### config.mk
export PLATFORM = sky130hd
export DESIGN_NAME = irq_enable_ctrl
export DESIGN_NICKNAME = d
export VERILOG_FILES = /design/src/rtl/irqc_pkg.sv /design/src/rtl/irqc_access_gate.sv /design/src/rtl/irqc_line_bank.sv /design/src/rtl/irqc_fixed_arbiter.sv /design/src/rtl/irq_enable_ctrl.sv
export SDC_FILE = /design/constraint.sdc
export NUM_CORES = 1
export LEC_CHECK = 0
export CORE_MARGIN = 4
export CORE_UTILIZATION = 45
export DETAILED_ROUTE_END_ITERATION = 7
export MAX_ROUTING_LAYER = met4
export PLACE_DENSITY = 0.8
export REMOVE_ABC_BUFFERS = 1
export SLEW_MARGIN = 20
export SYNTH_ARGS = -nofsm -noshare
export SYNTH_HDL_FRONTEND = slang
export SYNTH_HIERARCHICAL = 1
export SYNTH_SLANG_ARGS = --single-unit
### constraint.sdc
create_clock -name clk -period 7.1 [get_ports clk]
set_input_delay 0.71 -clock clk [delete_from_list [all_inputs] [get_ports clk]]
set_output_delay 0.71 -clock clk [all_outputs]
set_load 0.03 [all_outputs]
### src/rtl/irqc_pkg.sv
package irqc_pkg;

   // Encoding of the bus access size field
   typedef enum logic [1:0] {
      XSZ_BYTE = 2'd0,
      XSZ_HALF = 2'd1,
      XSZ_WORD = 2'd2,
      XSZ_RSVD = 2'd3
   } xfer_size_e;

   // Register targeted by an access
   typedef enum logic [1:0] {
      TGT_NONE = 2'd0,
      TGT_SET  = 2'd1,
      TGT_CLR  = 2'd2
   } reg_target_e;

   // Result of checking one access
   typedef struct packed {
      logic        fault;
      logic        rd_hit;
      logic        set_we;
      logic        clr_we;
      reg_target_e tgt;
   } access_dec_t;

endpackage

### src/rtl/irqc_access_gate.sv
module irqc_access_gate
   import irqc_pkg::*;
#(
   parameter int unsigned          ADDR_W  = 12,
   parameter logic [ADDR_W-1:0]    SET_OFS = 'h100,
   parameter logic [ADDR_W-1:0]    CLR_OFS = 'h180
) (
   input  logic              req_valid,
   input  logic              req_write,
   input  logic [ADDR_W-1:0] req_addr,
   input  logic [1:0]        req_size,
   input  logic              req_priv,
   output access_dec_t       dec
);

   if (ADDR_W < 3) begin : g_bad_addr_w
      $error("irqc_access_gate: ADDR_W must be at least 3");
   end
   if (SET_OFS[1:0] != 2'b00 || CLR_OFS[1:0] != 2'b00) begin : g_bad_align
      $error("irqc_access_gate: register offsets must be word aligned");
   end
   if (SET_OFS == CLR_OFS) begin : g_bad_overlap
      $error("irqc_access_gate: set and clear offsets must differ");
   end

   logic        misaligned;
   logic        unpriv;
   reg_target_e tgt;

   always_comb begin
      misaligned = (req_addr[1:0] != 2'b00) || (xfer_size_e'(req_size) != XSZ_WORD);
      unpriv     = !req_priv;
      if (req_addr == SET_OFS)      tgt = TGT_SET;
      else if (req_addr == CLR_OFS) tgt = TGT_CLR;
      else                          tgt = TGT_NONE;
   end

   always_comb begin
      dec        = '0;
      dec.tgt    = tgt;
      dec.fault  = req_valid && (misaligned || unpriv);
      dec.set_we = req_valid && req_write && !dec.fault && (tgt == TGT_SET);
      dec.clr_we = req_valid && req_write && !dec.fault && (tgt == TGT_CLR);
      dec.rd_hit = req_valid && !req_write && !dec.fault && (tgt != TGT_NONE);
   end

endmodule

### src/rtl/irqc_line_bank.sv
module irqc_line_bank #(
   parameter int unsigned NUM_LINES = 32,
   parameter int unsigned IDX_W     = 5
) (
   input  logic                 clk,
   input  logic                 rst_n,
   input  logic                 set_we,
   input  logic                 clr_we,
   input  logic [NUM_LINES-1:0] wmask,
   input  logic [NUM_LINES-1:0] irq_in,
   input  logic                 ack_fire,
   input  logic [IDX_W-1:0]     ack_idx,
   output logic [NUM_LINES-1:0] en_q,
   output logic [NUM_LINES-1:0] pend_q
);

   if (NUM_LINES < 1) begin : g_bad_lines
      $error("irqc_line_bank: NUM_LINES must be at least 1");
   end
   if ((2 ** IDX_W) < NUM_LINES) begin : g_bad_idx
      $error("irqc_line_bank: IDX_W too narrow for NUM_LINES");
   end

   for (genvar i = 0; i < NUM_LINES; i++) begin : g_line
      localparam logic [IDX_W-1:0] MY_IDX = IDX_W'(i);

      logic ack_here;
      assign ack_here = ack_fire && (ack_idx == MY_IDX);

      // enable: only the clear register can drop it
      always_ff @(posedge clk or negedge rst_n) begin
         if (!rst_n)                    en_q[i] <= 1'b0;
         else if (clr_we && wmask[i])   en_q[i] <= 1'b0;
         else if (set_we && wmask[i])   en_q[i] <= 1'b1;
      end

      // pending: a sampled high input wins over an acknowledge
      always_ff @(posedge clk or negedge rst_n) begin
         if (!rst_n)         pend_q[i] <= 1'b0;
         else if (irq_in[i]) pend_q[i] <= 1'b1;
         else if (ack_here)  pend_q[i] <= 1'b0;
      end

      assert_enable_clear_only_R4: assert property (@(posedge clk) disable iff (!rst_n)
         $fell(en_q[i]) |-> $past(clr_we && wmask[i]));

      assert_enable_set_only_R2: assert property (@(posedge clk) disable iff (!rst_n)
         $rose(en_q[i]) |-> $past(set_we && wmask[i]));

      assert_pending_hold_R6: assert property (@(posedge clk) disable iff (!rst_n)
         $fell(pend_q[i]) |-> $past(ack_fire && (ack_idx == MY_IDX) && !irq_in[i]));

      assert_pending_latch_R5: assert property (@(posedge clk) disable iff (!rst_n)
         irq_in[i] |=> pend_q[i]);
   end

endmodule

### src/rtl/irqc_fixed_arbiter.sv
module irqc_fixed_arbiter #(
   parameter int unsigned NUM_LINES = 32,
   parameter int unsigned IDX_W     = 5,
   parameter int unsigned ARB_STYLE = 0   // 0: priority scan, 1: isolate lowest bit then encode
) (
   input  logic [NUM_LINES-1:0] req,
   output logic                 grant_valid,
   output logic [IDX_W-1:0]     grant_idx
);

   if (ARB_STYLE > 1) begin : g_bad_style
      $error("irqc_fixed_arbiter: ARB_STYLE must be 0 or 1");
   end

   if (ARB_STYLE == 0) begin : g_scan
      always_comb begin
         grant_valid = 1'b0;
         grant_idx   = '0;
         for (int k = NUM_LINES - 1; k >= 0; k--) begin
            if (req[k]) begin
               grant_valid = 1'b1;
               grant_idx   = IDX_W'(k);
            end
         end
      end
   end else begin : g_onehot
      logic [NUM_LINES-1:0] lowest;
      always_comb begin
         lowest      = req & (~req + NUM_LINES'(1));
         grant_valid = |req;
         grant_idx   = '0;
         for (int k = 0; k < NUM_LINES; k++) begin
            if (lowest[k]) grant_idx = grant_idx | IDX_W'(k);
         end
      end
   end

endmodule

### src/rtl/irq_enable_ctrl.sv
module irq_enable_ctrl
   import irqc_pkg::*;
#(
   parameter int unsigned       NUM_LINES = 32,
   parameter int unsigned       DATA_W    = 32,
   parameter int unsigned       ADDR_W    = 12,
   parameter logic [ADDR_W-1:0] SET_OFS   = 'h100,
   parameter logic [ADDR_W-1:0] CLR_OFS   = 'h180,
   parameter int unsigned       ARB_STYLE = 0,
   localparam int unsigned      IDX_W     = (NUM_LINES > 1) ? $clog2(NUM_LINES) : 1
) (
   input  logic                 clk,
   input  logic                 rst_n,
   input  logic [NUM_LINES-1:0] irq_in,
   input  logic                 req_valid,
   input  logic                 req_write,
   input  logic [ADDR_W-1:0]    req_addr,
   input  logic [1:0]           req_size,
   input  logic                 req_priv,
   input  logic [DATA_W-1:0]    req_wdata,
   output logic                 rsp_valid,
   output logic                 rsp_err,
   output logic [DATA_W-1:0]    rsp_rdata,
   output logic                 act_valid,
   output logic [IDX_W-1:0]     act_idx,
   input  logic                 act_ack
);

   if (NUM_LINES < 1 || NUM_LINES > DATA_W) begin : g_bad_lines
      $error("irq_enable_ctrl: NUM_LINES must be within 1..DATA_W");
   end
   if (DATA_W != 32) begin : g_bad_data_w
      $error("irq_enable_ctrl: word accesses assume DATA_W of 32");
   end

   access_dec_t          dec;
   logic [NUM_LINES-1:0] en_q;
   logic [NUM_LINES-1:0] pend_q;
   logic [NUM_LINES-1:0] ready_vec;
   logic                 ack_fire;
   logic [DATA_W-1:0]    rd_word;

   irqc_access_gate #(
      .ADDR_W  (ADDR_W),
      .SET_OFS (SET_OFS),
      .CLR_OFS (CLR_OFS)
   ) u_gate (
      .req_valid (req_valid),
      .req_write (req_write),
      .req_addr  (req_addr),
      .req_size  (req_size),
      .req_priv  (req_priv),
      .dec       (dec)
   );

   assign ack_fire = act_ack && act_valid;

   irqc_line_bank #(
      .NUM_LINES (NUM_LINES),
      .IDX_W     (IDX_W)
   ) u_bank (
      .clk      (clk),
      .rst_n    (rst_n),
      .set_we   (dec.set_we),
      .clr_we   (dec.clr_we),
      .wmask    (req_wdata[NUM_LINES-1:0]),
      .irq_in   (irq_in),
      .ack_fire (ack_fire),
      .ack_idx  (act_idx),
      .en_q     (en_q),
      .pend_q   (pend_q)
   );

   assign ready_vec = en_q & pend_q;

   irqc_fixed_arbiter #(
      .NUM_LINES (NUM_LINES),
      .IDX_W     (IDX_W),
      .ARB_STYLE (ARB_STYLE)
   ) u_arb (
      .req         (ready_vec),
      .grant_valid (act_valid),
      .grant_idx   (act_idx)
   );

   always_comb begin
      rd_word = '0;
      if (dec.rd_hit) rd_word[NUM_LINES-1:0] = en_q;
   end

   always_ff @(posedge clk or negedge rst_n) begin
      if (!rst_n) begin
         rsp_valid <= 1'b0;
         rsp_err   <= 1'b0;
         rsp_rdata <= '0;
      end else begin
         rsp_valid <= req_valid;
         rsp_err   <= dec.fault;
         rsp_rdata <= rd_word;
      end
   end

   assert_unpriv_no_write_R9: assert property (@(posedge clk) disable iff (!rst_n)
      (req_valid && !req_priv) |=> (rsp_err && rsp_rdata == '0 && $stable(en_q)));

   assert_misalign_error_R10: assert property (@(posedge clk) disable iff (!rst_n)
      (req_valid && (req_addr[1:0] != 2'b00 || req_size != 2'd2)) |=> (rsp_err && $stable(en_q)));

   assert_rsp_follows_R11: assert property (@(posedge clk) disable iff (!rst_n)
      req_valid |=> rsp_valid);

   assert_rsp_quiet_R11: assert property (@(posedge clk) disable iff (!rst_n)
      !req_valid |=> !rsp_valid);

   assert_offer_is_ready_R5: assert property (@(posedge clk) disable iff (!rst_n)
      act_valid |-> (en_q[act_idx] && pend_q[act_idx]));

   assert_lowest_wins_R7: assert property (@(posedge clk) disable iff (!rst_n)
      act_valid |-> ((ready_vec & ~({NUM_LINES{1'b1}} << act_idx)) == '0));

   assert_idle_when_none_R7: assert property (@(posedge clk) disable iff (!rst_n)
      (ready_vec == '0) |-> !act_valid);

endmodule

==> out/results.ini <==
[global_route]
grt_pass1_vias=3640
grtUsageMet2_pct=31.2
track_usage_pct=19.8
gr-usage-met1_pct=26.4
grt_pass1_wl_um=17600
antenna_found_initial=0
grt_overflow=0
globalRouteMet3Util_pct=5.00
grt_busiest_layer=met2
grt_max_degree=81

[setup_path]
worstPathCellList=and2_1 -> nor4_1 -> nand3_1 -> nor3b_1 -> clkdlybuf4s50_1
end_kind=primary output
arrival_ns=3.56
critPathLaunch=u_bank/en_q[7]$_DFFE_PN0P_
critPathMaxFanout=9
crit_required_ns=6.39
rr_startpoint=u_bank/en_q[7]$_DFFE_PN0P_
worstSetupPathType=flip-flop to primary output
cpMaxStageDelayCell=nor3b_1
cpPeakStageDelay_ns=0.92
critPathLaunchType=flip-flop

[cells_and_area]
syn2layout_area_growth_pct=37.3
fin_nets=633
multi_input_area_um2=1880
area.sequential_um2=2450
fill_cells=788
drive_above_1_share_pct=13.6
antenna_cells=0

[timing]
setup-violations-final=0
fin_crit_sh_pct=60.2
final.setup.tns_ns=0
rsz0062_at_grt=false
fmax_mhz=234
fin_skew_ns=0.0130
hold_viol_final=0
worst_slew_pin_slew_ns=1.06
whs_ns=0.207
max_slew_margin_pct=29.4
min_period_ns=4.27
slew_violations=0

[routing]
wl_per_cell_um=16.1
vias=3609
vias_per_cell=5.29
drt_wl_total_um=11000
antenna_left=0
drc=0
first_pass_iters=6
drt_iter0_markers=132

[clock_tree]
clk_pin_slew_worst_paths_ns=0.09
numCtsBuffers=9
clkLatencyLatePin_ns=0.36
cts_root_buf=clkbuf_8
ctsResizeCount=0
h-tree-depth=3
post_cts_buffers=0
ctsHoldBuffers=0
cts_tree=yes
clock-sinks=98
cts_buffer_depth=2

[power_and_ir_drop]
p_leak_nw=2.49
power_density_nw_per_um2=167
power_mw=1.01
irDropWorstVdd_uv=99.4

[yosys]
ys_warn_count=6
synthCells=423
avgSynthCellArea_um2=10.4
syn_area_um2=4410

[floorplanning]
dieArea_um2=11400
fp.dieW_um=107
die_h_um=107
ioPinCount=124
fp-row-count=35
core_um2=9370
start_util_pct=47.0

[run]
drv_cap=0

[status]
status=finished, final reports clean

[placed_design]
gp_congestion=0.861
portBuffers=123
post-dp-hpwl_um=7970

[min_path]
hold_path_class=primary input to async pin

==> power by group <==
group          internal [mW]  leakage [nW]  switching [mW]
Combinational         0.0452          1.20          0.0285
Sequential             0.558          1.20        0.000174
Clock                  0.197         0.100           0.180
Total                  0.800          2.49           0.209
==> layout make-up <==
type	count	area share, %
Clock buffer	12	2.23
Clock inverter	3	1.07
Inverter	15	0.930
Timing Repair Buffer	130	21.5
Tap cell	129	2.67
Multi-Input combinational cell	295	31.1
Sequential cell	98	40.5
==> metrics by stage <==
step | area [um^2] | utilization, % | std cells | worst slack [ns]
6_report | 6050 | 64.6 | 682 | 2.83
3_5_place_dp | 5830 | 62.2 | 666 | 3.33
3_3_place_gp | 5830 | 62.2 | 666 | 3.42
5_1_grt | 6050 | 64.6 | 682 | 2.65
2_1_floorplan | 4340 | - | 408 | 2.67
4_1_cts | 6030 | 64.3 | 681 | 2.89
==> routing by layer <==
metal | share of wire, % | wire, um
met3 | 7.6 | 837
met2 | 47 | 5220
met1 | 44 | 4840
met5 | 0 | 0
met4 | 0.82 | 90
==> path summary, 6_finish.rpt <==
kind                       slack, ns  depth (start not counted)                             to
setup reg to reg                3.97                          6  u_bank/pend_q[27]$_DFFE_PN0P_
hold reg to reg                 0.52                          1        rsp_rdata[25]$_DFF_PN0_
max in group asynchronous       5.92                          3   u_bank/pend_q[0]$_DFFE_PN0P_
min in group clk                0.52                          1        rsp_rdata[25]$_DFF_PN0_
setup / recovery                2.83                          5                     act_idx[4]
hold / removal                  0.21                          1        rsp_rdata[18]$_DFF_PN0_
==> state kept, by name, indices dropped and copies added (netlist names) <==
signal / flops
rsp_err: 1
rsp_rdata: 32
rsp_valid: 1
u_bank/en_q: 32
u_bank/pend_q: 32
==> cell usage in the layout, fill, tap and decap left out, types with 5 or more instances in the layout <==
| master | count |
|---|---|
| a21oi_1 | 95 |
| a41oi_2 | 6 |
| and2_1 | 34 |
| and2_2 | 33 |
| buf_4 | 7 |
| clkbuf_8 | 9 |
| clkdlybuf4s50_1 | 122 |
| dfrtp_1 | 98 |
| inv_1 | 15 |
| nand2_1 | 5 |
| nor2_1 | 45 |
| nor3_1 | 15 |
| nor3b_1 | 18 |
| nor4_1 | 6 |
==> worst max-delay path, delay by kind of cell, from the launching register on <==
family                 cells  cell delay (ns)
DFF                        1             0.40
buffers and inverters      1             0.86
and+or+nand+nor            4             1.95
Power figures use the tool's default switching activity.
